`config.mk`:
```
export PLATFORM = sky130hd
export DESIGN_NAME = rst_seq_ctrl
export DESIGN_NICKNAME = d
export VERILOG_FILES = /design/src/rtl/rsc_pkg.sv /design/src/rtl/rsc_req_arb.sv /design/src/rtl/rsc_seq_fsm.sv /design/src/rtl/rsc_status_reg.sv /design/src/rtl/rst_seq_ctrl.sv
export SDC_FILE = /design/constraint.sdc
export NUM_CORES = 1
export LEC_CHECK = 0
export ABC_AREA = 1
export BUFFER_PORTS_ARGS = -buffer_cell sky130_fd_sc_hd__buf_4
export CORE_ASPECT_RATIO = 1.1
export CORE_MARGIN = 2
export CORE_UTILIZATION = 45
export DETAILED_ROUTE_END_ITERATION = 16
export PLACE_DENSITY = 0.67
export REMOVE_ABC_BUFFERS = 1
export SETUP_SLACK_MARGIN = 0.05
export SYNTH_ARGS = -nofsm -noshare
export SYNTH_HDL_FRONTEND = slang
export SYNTH_SLANG_ARGS = --single-unit
export TNS_END_PERCENT = 20
```
`constraint.sdc`:
```
create_clock -name clk -period 1.9 [get_ports clk]
set_clock_uncertainty 0.05 [all_clocks]
set_input_delay 0.19 -clock clk [delete_from_list [all_inputs] [get_ports clk]]
set_output_delay 0.19 -clock clk [all_outputs]
set_load 0.02 [all_outputs]
```
`src/rtl/rsc_pkg.sv`:
```
package rsc_pkg;
  typedef enum logic [1:0] {ST_IDLE, ST_HOLD, ST_DELAY, ST_SETTLE} seq_st_e;
  typedef enum logic [1:0] {SRC_LOL = 2'd0, SRC_LOC = 2'd1, SRC_WDG = 2'd2} src_e;
  localparam int NUM_SRC    = 3;
  localparam int SETTLE_CYC = 4;
endpackage

```
`src/rtl/rsc_req_arb.sv`:
```
module rsc_req_arb
  import rsc_pkg::*;
(
  input  logic lol_req,
  input  logic loc_req,
  input  logic loc_rst_en,
  input  logic wdt_req,
  input  logic dbg_req,
  output logic accept,
  output src_e top_src
);
  logic loc_ok;
  logic wdg_any;

  always_comb begin
    loc_ok  = loc_req & loc_rst_en;
    wdg_any = wdt_req | dbg_req;
    accept  = loc_ok | lol_req | wdg_any;
    if (loc_ok)       top_src = SRC_LOC;
    else if (lol_req) top_src = SRC_LOL;
    else              top_src = SRC_WDG;
  end
endmodule

```
`src/rtl/rsc_seq_fsm.sv`:
```
module rsc_seq_fsm
  import rsc_pkg::*;
#(
  parameter int DLY_CYC = 16,
  parameter int BOOT_W  = 2
) (
  input  logic              clk,
  input  logic              por,
  input  logic              accept,
  input  src_e              top_src,
  input  logic              wkp_pin,
  input  logic              pllref_pin,
  input  logic [BOOT_W-1:0] boot_pin,
  output logic              int_rst,
  output logic              rst_out,
  output logic              wkp_cfg,
  output logic              pllref_cfg,
  output logic [BOOT_W-1:0] boot_cfg,
  output src_e              cause,
  output logic              release_p
);
  localparam int MAX_CNT = (DLY_CYC > SETTLE_CYC) ? DLY_CYC : SETTLE_CYC;
  localparam int CNT_W   = $clog2(MAX_CNT + 1);
  localparam logic [CNT_W-1:0] DLY_LAST = CNT_W'(DLY_CYC - 1);
  localparam logic [CNT_W-1:0] SET_LAST = CNT_W'(SETTLE_CYC - 1);

  seq_st_e          state;
  logic [CNT_W-1:0] cnt;
  logic             start;

  assign start     = accept && (state != ST_HOLD);
  assign release_p = (state == ST_SETTLE) && (cnt == SET_LAST) && !accept;

  always_ff @(posedge clk) begin
    if (por) begin
      state      <= ST_IDLE;
      cnt        <= '0;
      int_rst    <= 1'b0;
      rst_out    <= 1'b0;
      wkp_cfg    <= 1'b0;
      pllref_cfg <= 1'b0;
      boot_cfg   <= '0;
      cause      <= SRC_LOL;
    end else if (start) begin
      state      <= ST_HOLD;
      cnt        <= '0;
      int_rst    <= 1'b1;
      rst_out    <= 1'b1;
      wkp_cfg    <= wkp_pin;
      pllref_cfg <= pllref_pin;
      cause      <= top_src;
    end else begin
      case (state)
        ST_HOLD: begin
          if (!accept) begin
            state <= ST_DELAY;
            cnt   <= '0;
          end
        end
        ST_DELAY: begin
          if (cnt == DLY_LAST) begin
            boot_cfg <= boot_pin;
            int_rst  <= 1'b0;
            state    <= ST_SETTLE;
            cnt      <= '0;
          end else begin
            cnt <= cnt + 1'b1;
          end
        end
        ST_SETTLE: begin
          if (cnt == SET_LAST) begin
            rst_out <= 1'b0;
            state   <= ST_IDLE;
            cnt     <= '0;
          end else begin
            cnt <= cnt + 1'b1;
          end
        end
        default: begin
          cnt <= '0;
        end
      endcase
    end
  end
endmodule

```
`src/rtl/rsc_status_reg.sv`:
```
module rsc_status_reg
  import rsc_pkg::*;
#(
  parameter int                 DATA_W   = 8,
  parameter logic [NUM_SRC-1:0] POR_STAT = '0
) (
  input  logic              clk,
  input  logic              por,
  input  logic              release_p,
  input  src_e              cause,
  input  logic              rd_en,
  output logic [DATA_W-1:0] rd_data
);
  logic [NUM_SRC-1:0] stat;

  for (genvar i = 0; i < NUM_SRC; i++) begin : g_bit
    always_ff @(posedge clk) begin
      if (por)            stat[i] <= POR_STAT[i];
      else if (release_p) stat[i] <= (int'(cause) == i);
    end
  end

  always_ff @(posedge clk) begin
    if (por)        rd_data <= '0;
    else if (rd_en) rd_data <= {{(DATA_W-NUM_SRC){1'b0}}, stat};
    else            rd_data <= '0;
  end
endmodule

```
`src/rtl/rst_seq_ctrl.sv`:
```
module rst_seq_ctrl
  import rsc_pkg::*;
#(
  parameter int                 DLY_CYC  = 16,
  parameter int                 BOOT_W   = 2,
  parameter int                 DATA_W   = 8,
  parameter logic [NUM_SRC-1:0] POR_STAT = '0
) (
  input  logic              clk,
  input  logic              por,
  input  logic              lol_req,
  input  logic              loc_req,
  input  logic              loc_rst_en,
  input  logic              wdt_req,
  input  logic              dbg_req,
  input  logic              wkp_pin,
  input  logic              pllref_pin,
  input  logic [BOOT_W-1:0] boot_pin,
  input  logic              rd_en,
  output logic              int_rst,
  output logic              rst_out,
  output logic              wkp_cfg,
  output logic              pllref_cfg,
  output logic [BOOT_W-1:0] boot_cfg,
  output logic [DATA_W-1:0] rd_data
);
  logic accept;
  src_e top_src;
  src_e cause;
  logic release_p;

  rsc_req_arb arb_i (
    .lol_req    (lol_req),
    .loc_req    (loc_req),
    .loc_rst_en (loc_rst_en),
    .wdt_req    (wdt_req),
    .dbg_req    (dbg_req),
    .accept     (accept),
    .top_src    (top_src)
  );

  rsc_seq_fsm #(.DLY_CYC(DLY_CYC), .BOOT_W(BOOT_W)) fsm_i (
    .clk        (clk),
    .por        (por),
    .accept     (accept),
    .top_src    (top_src),
    .wkp_pin    (wkp_pin),
    .pllref_pin (pllref_pin),
    .boot_pin   (boot_pin),
    .int_rst    (int_rst),
    .rst_out    (rst_out),
    .wkp_cfg    (wkp_cfg),
    .pllref_cfg (pllref_cfg),
    .boot_cfg   (boot_cfg),
    .cause      (cause),
    .release_p  (release_p)
  );

  rsc_status_reg #(.DATA_W(DATA_W), .POR_STAT(POR_STAT)) stat_i (
    .clk       (clk),
    .por       (por),
    .release_p (release_p),
    .cause     (cause),
    .rd_en     (rd_en),
    .rd_data   (rd_data)
  );
endmodule

```
# After elaboration in Yosys (flattened, before gate mapping)
# Index checks and enable logic that the tools add are counted.
# word_totals
ff_bits	26
in_bits	12
output_inout_bits	14
elab_cells	70
# op_classes
add_sub_neg	1
n_eq_ne	14
mux	17
bitwise	6
reduce_logical	18
# ops
operator	count
2-to-1 mux 5 bit	3
one-hot mux 5 bit (3 select lines)	1
2-to-1 mux 2 bit	5
== test 2 bit, second input constant	4
AND reduction 4 bit	2
nonzero test 2 bit	4
2-to-1 mux 1 bit	7
one-hot mux 2 bit (3 select lines)	1
adder 5 x 1 -> 5 bit, second input constant	1
== test 5 x 2 -> 1 bit, second input constant	1
== test 5 x 4 -> 1 bit, second input constant	1
!= test 2 x 1 -> 1 bit, second input constant	2
!= test 2 bit, second input constant	2
AND reduction 2 bit	2
nonzero test 4 bit	1
OR reduction 2 bit	2
logical AND 1 bit	3
!= test 3 x 1 -> 1 bit, second input constant	1
!= test 3 x 2 -> 1 bit, second input constant	1
!= test 3 bit, second input constant	1
bitwise OR 1 bit	3
AND reduction 3 bit	1
nonzero test 3 bit	1
== test 2 x 1 -> 1 bit, second input constant	1
4 further kinds	5

# Logic depth before layout (Yosys ltp)
# Gate-level depths: netlist of run 1.
# depth
word_depth	6
ltp_mapped	11
ltp_nobuf	11

# Modules after synthesis
# Synthesis of run 1 repeated with hierarchy kept, for this count alone.
# hier_totals
hier_cells	165
area_unflattened_um2	1163.6
# by_module_without_submodules
module	n_inst	cells_each	area_each_um2	seq_area_each_um2
rsc_seq_fsm	1	125	882.1	300.3
rsc_status_reg	1	33	245.2	120.1
rsc_req_arb	1	7	36.3	0.0

# Worst setup path before layout of run 1
# Ideal clock, no wire load.
# synth_timing
path_kind	reg-to-reg
startpoint	reg fsm_i.cnt[0]
endpoint	reg fsm_i.state[1]
setup_time_ns	0.113
arrival_ns	1.285
required_ns	1.737
path_slack_ns	0.452
stages_incl_launch_ff	12
n_path_buf	0
synth_period_minus_slack_ns	1.448
path_cell_list	dfxtp_1 ha_1 nand2_1 nor2_1 ha_1 inv_1 nand2_1 nand3_4 nor2_2 nand2_1 nand2_1 nor2_1
# synth_via
elab_chain_len	3
word_cells_on_any_way	5
classes_between	4 x eq/ne; 1 x reduce/logical
# synth_rtl
element	line	text
start: declaration	rsc_seq_fsm.sv:28	logic [CNT_W-1:0] cnt;
start signal: assignment	rsc_seq_fsm.sv:67	cnt <= cnt + 1'b1;
start signal: assignment	rsc_seq_fsm.sv:76	cnt <= cnt + 1'b1;
== test 5 x 2 -> 1 bit or == test 5 x 4 -> 1 bit (tied branches)	rsc_seq_fsm.sv:71, rsc_seq_fsm.sv:61	
!= test 2 bit (no line) or != test 2 x 1 -> 1 bit (tied branches)	n/a	
AND reduction 4 bit (no line) *	n/a	
end signal: assignment	rsc_seq_fsm.sv:56	state <= ST_DELAY;
end signal: assignment	rsc_seq_fsm.sv:64	state <= ST_SETTLE;
end signal: assignment	rsc_seq_fsm.sv:73	state <= ST_IDLE;
end: declaration	rsc_seq_fsm.sv:27	seq_st_e state;
# Mark *: on every way between the ends. The rest lies on a longest branch, timed or not.
# A chain may end at the register's enable or synchronous reset.

# Worst setup path after layout of run 1
# layout_timing
startpoint	reg fsm_i.cnt[1]
endpoint	reg fsm_i.state[0]
# layout_via
elab_chain_len	3
word_cells_on_any_way	5
classes_between	4 x eq/ne; 1 x reduce/logical
# layout_rtl
element	line
== test 5 x 2 -> 1 bit or == test 5 x 4 -> 1 bit (tied branches)	rsc_seq_fsm.sv:71, rsc_seq_fsm.sv:61
!= test 3 x 2 -> 1 bit (no line) or != test 3 x 1 -> 1 bit (tied branches)	n/a
AND reduction 4 bit (no line) *	n/a
# Marked as above.

==> flow_summary.ini, run 1 <==
[routing]
drtAntennaViolNets = 0
avg_wl_per_cell_microns = 10.3
total_wire_length_mm = 1.96
vias_per_cell = 4.76
detail_route.iter0.violations = 17
post_detailed_route_drc_marker_count = 0
drt_pass1_iterations = 4
overall_via_count_from_detail_route = 910

[clocking]
cts_hold_buf = 0
cts-htree-levels = 1
cts_root_buffer_type = sky130_fd_sc_hd__clkbuf_4
cts_made_buffers = 3
cts_setup_buffers = 0
post_cts_resize_count = 0
cts.sink_count = 21
cts_buffer_depth = 2
clk-insertion-delay-late_ns = 0.31
clock_tree_from_tritoncts = done
clk_transition_reported_paths_ns = 0.12

[setup_path]
worstSetupEndpointType = flip-flop
path_buf_inv = 1
critPathArrivalTime_ns = 1.74
crit_path_max_fanout = 3
critical-path-top-cell-by-count = sky130_fd_sc_hd__nand2_1
cp_data_required_time_ns = 2.07
critPathLaunchType = flip-flop
timing.critical_path.slowest_cell_delay_ns = 0.39
criticalPathCategory = reg2reg
timing.critical_path.slowest_stage_cell = sky130_fd_sc_hd__dfxtp_1
worstPathCellList = ha_1, nand2_1, nor2_1, ha_1, inv_1, nand2_1, nand3_4, nand2_1, nand3_1, nand2_1, nor2_1
path_delay_family = simple AND/OR/NAND/NOR gates

[synthesis]
synthDominantAreaCellType = sky130_fd_sc_hd__dfxtp_1
sequential_area_share_after_synthesis_pct = 38.2
synth-warning-count = 0
synth_area_sq_um = 1100
postSynth.asyncResetShare_pct = 0
postSynth.topFlopCell = sky130_fd_sc_hd__dfxtp_1
post_synthesis_cell_count = 138
synth.top_cells.by_area = sky130_fd_sc_hd__dfxtp_1 (38%), sky130_fd_sc_hd__ha_1 (8.0%), sky130_fd_sc_hd__inv_1 (6.8%)
synth.lib_cells_used.distinct = 26
synth-edff-count = 0
synth.avg_cell_area_sq_um = 7.98
yosys_register_bits = 21
synthDominantCellAreaShare_pct = 38.2

[finish]
diodes_inserted = 0
multi_input_combinational_cell_area_sq_um = 576
layout-area-overhead-vs-synth_pct = 17.7
fill_cells = 231
drive_gt1_share_pct = 25.5
nNetsFinal = 181
area_taken_by_flip_flops_and_latches_sq_um = 420

[global_route]
globalRouteTotalUtil_pct = 15.9
antenna_violations_before_repair = 0
grt_first_pass_wirelength_mm = 3.46
first_global_vias = 802
grt_remaining_overflow = 0
grt_max_degree = 14

[die]
die_width_microns = 51.2
die_h_microns = 55.9
core.rowCount = 18
core_region_area_sq_um = 2270
floorplan.initialDensity_pct = 48.4
dieArea_sq_um = 2860
num_io_pins = 26

[sta]
setup_slack_ns = 0.324
max_clock_freq_mhz = 635
fin_crit_sh_pct = 82.9
final-hold-violation-count = 0
maxSlewViolCount = 0
fin_hold_ws_ns = 0.0538
rsz0062_at_grt = false
setup_total_negative_slack_ns = 0
period_minus_slack_ns = 1.58
setup_viol = 0

[status]
run_status = finished clean

[placed_design]
detailedPlacementHpwl_mm = 1.55
place.gp.congestion = 0.778
preCtsSetupSlack_ns = 0.343
count_of_input_and_output_buffers = 20

[power_and_ir_drop]
vdd_ir_drop_max_mv = 0.563
power.leakage_nw = 0.555
power_density_nw_per_um2 = 1000

[hold_path]
hold_wc_path_type = in2reg

[flow_run]
maxCapViolations = 0
==> kinds of logic after synthesis <==
logic type      count (synthesis)  share of synthesized area, %
compound gates                 28                          14.5
simple gates                   54                          28.1
flops                          21                          38.2
other cells                     1                         0.341
fa+ha+maj                       7                          7.95
buf+inv                        27                          10.9
==> per-stage QoR <==
step	total power, mW	area, sq um	util, %	instances
2_1_floorplan	0.943	1080	-	137
6_report	1.30	1300	57.0	191
3_3_place_gp	1.07	1270	55.7	187
5_1_grt	1.40	1300	57.0	191
4_1_cts	1.31	1300	57.0	191
3_5_place_dp	1.08	1270	55.7	187
==> synthesized netlist by cell type, types with 2 or more instances <==
| cell | count |
|---|---|
| sky130_fd_sc_hd__a21oi_1 | 12 |
| sky130_fd_sc_hd__buf_4 | 5 |
| sky130_fd_sc_hd__dfxtp_1 | 21 |
| sky130_fd_sc_hd__ha_1 | 7 |
| sky130_fd_sc_hd__inv_1 | 20 |
| sky130_fd_sc_hd__inv_2 | 2 |
| sky130_fd_sc_hd__nand2_1 | 18 |
| sky130_fd_sc_hd__nand2_2 | 3 |
| sky130_fd_sc_hd__nand2_4 | 2 |
| sky130_fd_sc_hd__nand3_1 | 2 |
| sky130_fd_sc_hd__nand3_4 | 2 |
| sky130_fd_sc_hd__nor2_1 | 19 |
| sky130_fd_sc_hd__nor2_2 | 2 |
| sky130_fd_sc_hd__nor3_2 | 2 |
| sky130_fd_sc_hd__o21ai_0 | 10 |
==> placed cells by master (no fill, tap or decap), types with 2 or more instances in the layout <==
master / count
sky130_fd_sc_hd__conb_1: 5
sky130_fd_sc_hd__inv_2: 2
sky130_fd_sc_hd__nand2_1: 18
sky130_fd_sc_hd__nor3_2: 2
sky130_fd_sc_hd__nand2_2: 3
sky130_fd_sc_hd__nand3_1: 2
sky130_fd_sc_hd__nor2_2: 2
sky130_fd_sc_hd__a21oi_1: 12
sky130_fd_sc_hd__o21ai_0: 10
sky130_fd_sc_hd__buf_4: 20
sky130_fd_sc_hd__nor2_1: 19
sky130_fd_sc_hd__dfxtp_1: 21
sky130_fd_sc_hd__clkbuf_4: 3
sky130_fd_sc_hd__nand3_4: 2
sky130_fd_sc_hd__ha_1: 7
sky130_fd_sc_hd__inv_1: 20
sky130_fd_sc_hd__nand2_4: 2
==> final timing paths <==
kind	cells past startpoint	to	slack (ns)	startpoint
setup / recovery	11	fsm_i.state[0]	0.32	fsm_i.cnt[1]
hold / removal	2	fsm_i.rst_out	0.05	por
setup reg to reg	11	fsm_i.state[0]	0.32	fsm_i.cnt[1]
hold reg to reg	2	stat_i.rd_data[0]	0.39	stat_i.stat[0]
==> sequential cells by signal, indices dropped and copies added, names as in the netlist <==
register and cells:
stat_i.rd_data 3, fsm_i.rst_out 1, fsm_i.boot_cfg 2, fsm_i.pllref_cfg 1
fsm_i.cnt 5, fsm_i.state 2, fsm_i.int_rst 1, fsm_i.cause 2
fsm_i.wkp_cfg 1, stat_i.stat 3
==> power by group <==
part	internal (mW)	switching (mW)
sequential	0.494	0.0444
combinational	0.197	0.339
clock	0.0804	0.142
total	0.771	0.526
==> routing by layer <==
metal	global-route usage, %	up-vias	share of wire, %
met5	0	-	0
met4	8.11	0	2.3
met3	2.96	5	7.5
met2	24.1	31	44
met1	21.3	396	46
li1	-	478	-
==> final cells by class <==
| cell class | instances | share of cell area, % |
|---|---|---|
| Multi-Input combinational cell | 94 | 44.4 |
| Sequential cell | 21 | 32.4 |
| Timing Repair Buffer | 20 | 11.6 |
| Inverter | 22 | 6.37 |
| Tap cell | 30 | 2.90 |
| Clock buffer | 3 | 1.74 |
| Clock inverter | 1 | 0.579 |
(Power assumes the default switching activity.)
==> inputs of run 2 (changes only) <==
- PLACE_DENSITY: 0.67 -> 0.69
- clock period: 1.9 -> 1.4 ns (I/O delays scaled with it)
==> run 2 against run 1 <==
Compared with the run above: the run now ends with negative setup slack left; sequential power is 36% higher; first-iteration DRC count is 5.9% lower; count of clock-buffer cells in the layout is 1 higher; critical endpoint is now fsm_i.state[1].
==> flow_summary.ini, run 2 (synthesis results as in run 1) <==
[setup_path]
crit_path_max_fanout = 3
critPathLaunchType = flip-flop
criticalPathCategory = reg2reg
cp_data_required_time_ns = 1.56
r2r_slack_ns = -0.05
worstSetupEndpointType = flip-flop
critical_path.reg2reg.startpoint = fsm_i.cnt[0]
critPathArrivalTime_ns = 1.61
worst_r2r_path_depth = 11
r2r_end = fsm_i.state[1]

[clocking]
cts_made_buffers = 3
clk_transition_reported_paths_ns = 0.11
clk-insertion-delay-late_ns = 0.30
cts.sink_count = 21
cts-htree-levels = 1
cts_buffer_depth = 2
cts_hold_buf = 0
clock_tree_from_tritoncts = done
cts_root_buffer_type = sky130_fd_sc_hd__clkbuf_4

[sta]
setup_slack_ns = -0.0512
fin_crit_sh_pct = 104
final-hold-violation-count = 0
max_clock_freq_mhz = 689
period_minus_slack_ns = 1.45
rsz0062_at_grt = true
maxSlewViolCount = 0
setup_viol = 3

[global_route]
first_global_vias = 975
grt_remaining_overflow = 0
globalRouteTotalUtil_pct = 18.0
antenna_violations_before_repair = 0
grt_first_pass_wirelength_mm = 4.00
grt_max_degree = 12

[flow_run]
maxCapViolations = 0

[routing]
drtAntennaViolNets = 0
drt_pass1_iterations = 4
detail_route.iter0.violations = 16
vias_per_cell = 4.85
overall_via_count_from_detail_route = 994
total_wire_length_mm = 2.39
avg_wl_per_cell_microns = 11.6
post_detailed_route_drc_marker_count = 0

[placed_design]
place.gp.congestion = 0.819
placed_cell_area_sq_um = 1350
detailedPlacementHpwl_mm = 1.75
count_of_input_and_output_buffers = 20
preCtsSetupSlack_ns = -0.138

[status]
violations = negative setup slack
run_status = finished with violations

[die]
floorplan.initialDensity_pct = 48.4
die_width_microns = 51.2
num_io_pins = 26
dieArea_sq_um = 2860
core_region_area_sq_um = 2270
die_h_microns = 55.9
core.rowCount = 18

[finish]
reg.largest.list = fsm_i.cnt x5, stat_i.rd_data x3, stat_i.stat x3
diodes_inserted = 0
layout_common_cells = sky130_fd_sc_hd__buf_4 (33), sky130_fd_sc_hd__inv_1 (18), sky130_fd_sc_hd__nor2_1 (18), sky130_fd_sc_hd__dfxtp_1 (18), sky130_fd_sc_hd__nand2_1 (14)
layout-area-overhead-vs-synth_pct = 35.0
top_register = fsm_i.cnt
nNetsFinal = 195
final_common_cell = sky130_fd_sc_hd__buf_4
final_standard_cell_area_without_fillers_sq_um = 1490
fill_cells = 203
drive_gt1_share_pct = 41.1
largest_reg_flops = 5

[hold_path]
hold_end = fsm_i.rst_out
hold-path-cell-count = 2
holdCritStartpoint = por
hold_wc_path_type = in2reg

[power_and_ir_drop]
vdd_ir_drop_max_mv = 1.13
power_density_nw_per_um2 = 1310
power.leakage_nw = 0.648
## run 2: cell types whose count changed in the layout (fill, tap and decap cells not counted), sizes merged
cell / change
clkinvlp: -1
buf: +14
clkbuf: +1
## run 2: per-stage QoR
| step | cells | hold slack (ns) | utilization (%) | power (mW) | TNS (ns) |
|---|---|---|---|---|---|
| after floorplan | 137 | 0.159 | - | 1.28 | -0.0944 |
| after global placement | 198 | 0.332 | 59.3 | 1.58 | -0.198 |
| after detailed placement | 198 | 0.346 | 59.3 | 1.60 | -0.679 |
| after CTS | 202 | 0.0223 | 62.1 | 1.94 | -0.330 |
| after global routing | 205 | 0.0241 | 65.3 | 2.09 | -0.840 |
| final | 205 | 0.0291 | 65.3 | 1.94 | -0.130 |
## run 2: repair_timing
item	4_1_cts	5_1_grt
gates resized for setup	14	18
pin swaps	5	8
setup buffers	0	3
gates cloned	0	0
setup endpoints to repair	12	16
## run 2: worst max-delay path by stage
stage | slack (ns) | endpoint | start
2_1_floorplan | -0.05 | fsm_i.state[1] | fsm_i.cnt[0]
3_3_place_gp | -0.07 | fsm_i.state[1] | fsm_i.cnt[0]
3_5_place_dp | -0.14 | fsm_i.state[0] | fsm_i.cnt[0]
4_1_cts | -0.08 | fsm_i.state[0] | fsm_i.cnt[1]
5_1_grt | -0.17 | fsm_i.state[1] | fsm_i.cnt[0]
6_report | -0.05 | fsm_i.state[1] | fsm_i.cnt[0]
## run 2: final cells by class
| class | instances | area (sq um) | area share [%] |
|---|---|---|---|
| timing repair buffer | 34 | 259 | 17.4 |
| multi-input combinational | 94 | 657 | 44.2 |
| inverter | 22 | 82.6 | 5.56 |
| tap | 30 | 37.5 | 2.53 |
| clock buffer | 4 | 26.3 | 1.77 |
| sequential | 21 | 424 | 28.5 |
## run 2: per-layer routing
metal | wire (microns) | GRT usage, %
met4 | 34 | 8.49
met5 | 0 | 0
met2 | 1210 | 30.1
met1 | 1000 | 21.7
met3 | 136 | 3.49
## run 2: power by group
group	internal [mW]	leakage, nW	switching (mW)	total (mW)
logic	0.392	0.461	0.538	0.930
registers	0.675	0.172	0.0553	0.730
clock network	0.111	0.0150	0.171	0.282
## run 2: worst max-delay path: stages (launching register included)
cell and delay (ns):
sky130_fd_sc_hd__dfxtp_2 0.38, sky130_fd_sc_hd__ha_4 0.17, sky130_fd_sc_hd__nand2_4 0.06, sky130_fd_sc_hd__nor2_4 0.11, sky130_fd_sc_hd__ha_4 0.15, sky130_fd_sc_hd__inv_2 0.03, sky130_fd_sc_hd__nand2_2 0.06, sky130_fd_sc_hd__nand3_4 0.10
sky130_fd_sc_hd__nor2_4 0.12, sky130_fd_sc_hd__nand2_1 0.05, sky130_fd_sc_hd__nand2_1 0.06, sky130_fd_sc_hd__nor2_1 0.03
==> inputs of run 3 (changes only) <==
- SKIP_LAST_GASP: not set -> 1
==> run 3 against run 2 <==
Compared with the run above: the flow still finishes with violations (negative setup slack); worst hold slack got worse by 0.0047 ns; sequential power about the same; fmax decreased by 2.2%; register-to-register slack got worse by 0.03 ns; worst setup slack got worse by 0.033 ns; sequential share of layout area increased by 0.19 points; global-route usage unchanged; routed wire length decreased by 0.54%; cell count unchanged; first-iteration DRC count increased by 19%; largest cell class unchanged.
==> flow_summary.ini, run 3 (synthesis results as in run 1) <==
[setup_path]
crit_path_max_fanout = 2
worstSetupEndpointType = flip-flop
cp_data_required_time_ns = 1.54
r2r_slack_ns = -0.08
critPathArrivalTime_ns = 1.63
worst_r2r_path_depth = 10
criticalPathCategory = reg2reg
critPathLaunchType = flip-flop
r2r_end = fsm_i.cnt[4]
crit_path_end = fsm_i.cnt[4]
critical_path.reg2reg.startpoint = fsm_i.cnt[0]
crit_path_from = fsm_i.cnt[0]

[clocking]
cts_root_buffer_type = sky130_fd_sc_hd__clkbuf_4
cts-htree-levels = 1
cts_made_buffers = 3
cts_buffer_depth = 2
cts.sink_count = 21
clk-insertion-delay-late_ns = 0.30
clock_tree_from_tritoncts = done
cts_hold_buf = 0
clk_transition_reported_paths_ns = 0.11

[finish]
top_register = fsm_i.cnt
nNetsFinal = 195
layout_common_cells = sky130_fd_sc_hd__buf_4 (33), sky130_fd_sc_hd__inv_1 (18), sky130_fd_sc_hd__nor2_1 (18), sky130_fd_sc_hd__dfxtp_1 (18), sky130_fd_sc_hd__nand2_1 (14)
fill_cells = 203
reg.largest.list = fsm_i.cnt x5, stat_i.rd_data x3, stat_i.stat x3
final_common_cell = sky130_fd_sc_hd__buf_4
layout-area-overhead-vs-synth_pct = 34.1
drive_gt1_share_pct = 39.4
diodes_inserted = 0
largest_reg_flops = 5

[routing]
avg_wl_per_cell_microns = 11.6
detail_route.iter0.violations = 19
post_detailed_route_drc_marker_count = 0
overall_via_count_from_detail_route = 1003
total_wire_length_mm = 2.37
drt_pass1_iterations = 4
vias_per_cell = 4.89
drtAntennaViolNets = 0

[global_route]
grt_first_pass_wirelength_mm = 4.00
first_global_vias = 975
grt_max_degree = 12
grt_remaining_overflow = 0
globalRouteTotalUtil_pct = 18.0
antenna_violations_before_repair = 0

[sta]
period_minus_slack_ns = 1.48
setup_slack_ns = -0.0840
setup_viol = 3
fin_crit_sh_pct = 106
maxSlewViolCount = 0
max_clock_freq_mhz = 674
final-hold-violation-count = 0
rsz0062_at_grt = true
fin_hold_ws_ns = 0.0244
setup_total_negative_slack_ns = -0.195

[power_and_ir_drop]
vdd_ir_drop_max_mv = 1.16
power_density_nw_per_um2 = 1310
power.leakage_nw = 0.649
power.total_mw = 1.94

[die]
floorplan.initialDensity_pct = 48.4
die_width_microns = 51.2
die_h_microns = 55.9
dieArea_sq_um = 2860
core_region_area_sq_um = 2270
core.rowCount = 18
num_io_pins = 26

[hold_path]
hold_wc_path_type = in2reg

[placed_design]
count_of_input_and_output_buffers = 20
preCtsSetupSlack_ns = -0.138
detailedPlacementHpwl_mm = 1.75
place.gp.congestion = 0.819

[flow_run]
maxCapViolations = 0

[status]
run_status = finished with violations
violations = negative setup slack
[run 3: cell count changes in the layout (fill, tap and decap cells not counted)]
cell / before / now
sky130_fd_sc_hd__ha_1: 4 / 5
sky130_fd_sc_hd__a21oi_1: 11 / 12
sky130_fd_sc_hd__o21ai_2: 2 / 1
sky130_fd_sc_hd__a21oi_2: 2 / 1
sky130_fd_sc_hd__o21ai_0: 3 / 8
sky130_fd_sc_hd__o21ai_1: 5 / 1
sky130_fd_sc_hd__ha_2: 1 / 0
[run 3: how the worst min path moves through the flow]
stage,startpoint,end,slack (ns),cells after the start
finish,por,fsm_i.rst_out,0.02,2
global route,por,fsm_i.cause[1],0.02,2
CTS,por,fsm_i.rst_out,0.02,2
detailed placement,por,fsm_i.cause[1],0.35,2
global placement,por,fsm_i.rst_out,0.33,2
floorplan,por,fsm_i.rst_out,0.16,1
[run 3: layout make-up]
class	count	area [sq um]	area share [%]
timing repair buffer	34	259	17.5
inverter	22	82.6	5.59
sequential	21	424	28.7
multi-input combinational	94	647	43.8
tap	30	37.5	2.54
clock buffer	4	26.3	1.78
[run 3: metrics by stage]
| stage | utilization [%] | instance area, sq um | instances |
|---|---|---|---|
| 4_1_cts | 62.1 | 1410 | 202 |
| 3_5_place_dp | 59.3 | 1350 | 198 |
| 2_1_floorplan | - | 1080 | 137 |
| 5_1_grt | 64.9 | 1480 | 205 |
| 6_report | 64.9 | 1480 | 205 |
| 3_3_place_gp | 59.3 | 1350 | 198 |
[run 3: timing repair]
action                                  in CTS  in global routing
resized for setup                           13                 11
setup buffers                                0                  3
pin swaps                                    5                  7
endpoints found under the setup margin      12                 16
endpoints found under the hold margin        0                  0
[run 3: per-layer routing]
layer	global-route usage (%)	vias to the layer above	routed length (microns)
met2	30.1	29	1190
met1	21.7	468	1010
li1	-	500	-
met5	0	-	0
met4	8.49	0	48
met3	3.49	6	127
[run 3: worst max-delay path, stage by stage, from the launching register on]
cell                      delay, ns
sky130_fd_sc_hd__dfxtp_2       0.38
sky130_fd_sc_hd__ha_4          0.16
sky130_fd_sc_hd__nand2_4       0.06
sky130_fd_sc_hd__nor2_4        0.11
sky130_fd_sc_hd__buf_4         0.12
sky130_fd_sc_hd__inv_1         0.03
sky130_fd_sc_hd__ha_1          0.17
sky130_fd_sc_hd__nand2_1       0.07
sky130_fd_sc_hd__o21ai_0       0.10
sky130_fd_sc_hd__nand2_1       0.08
sky130_fd_sc_hd__a21oi_1       0.06
[run 3: power breakdown]
part | internal [mW] | switching (mW)
Combinational | 0.390 | 0.535
Clock | 0.111 | 0.172
Sequential | 0.675 | 0.0552
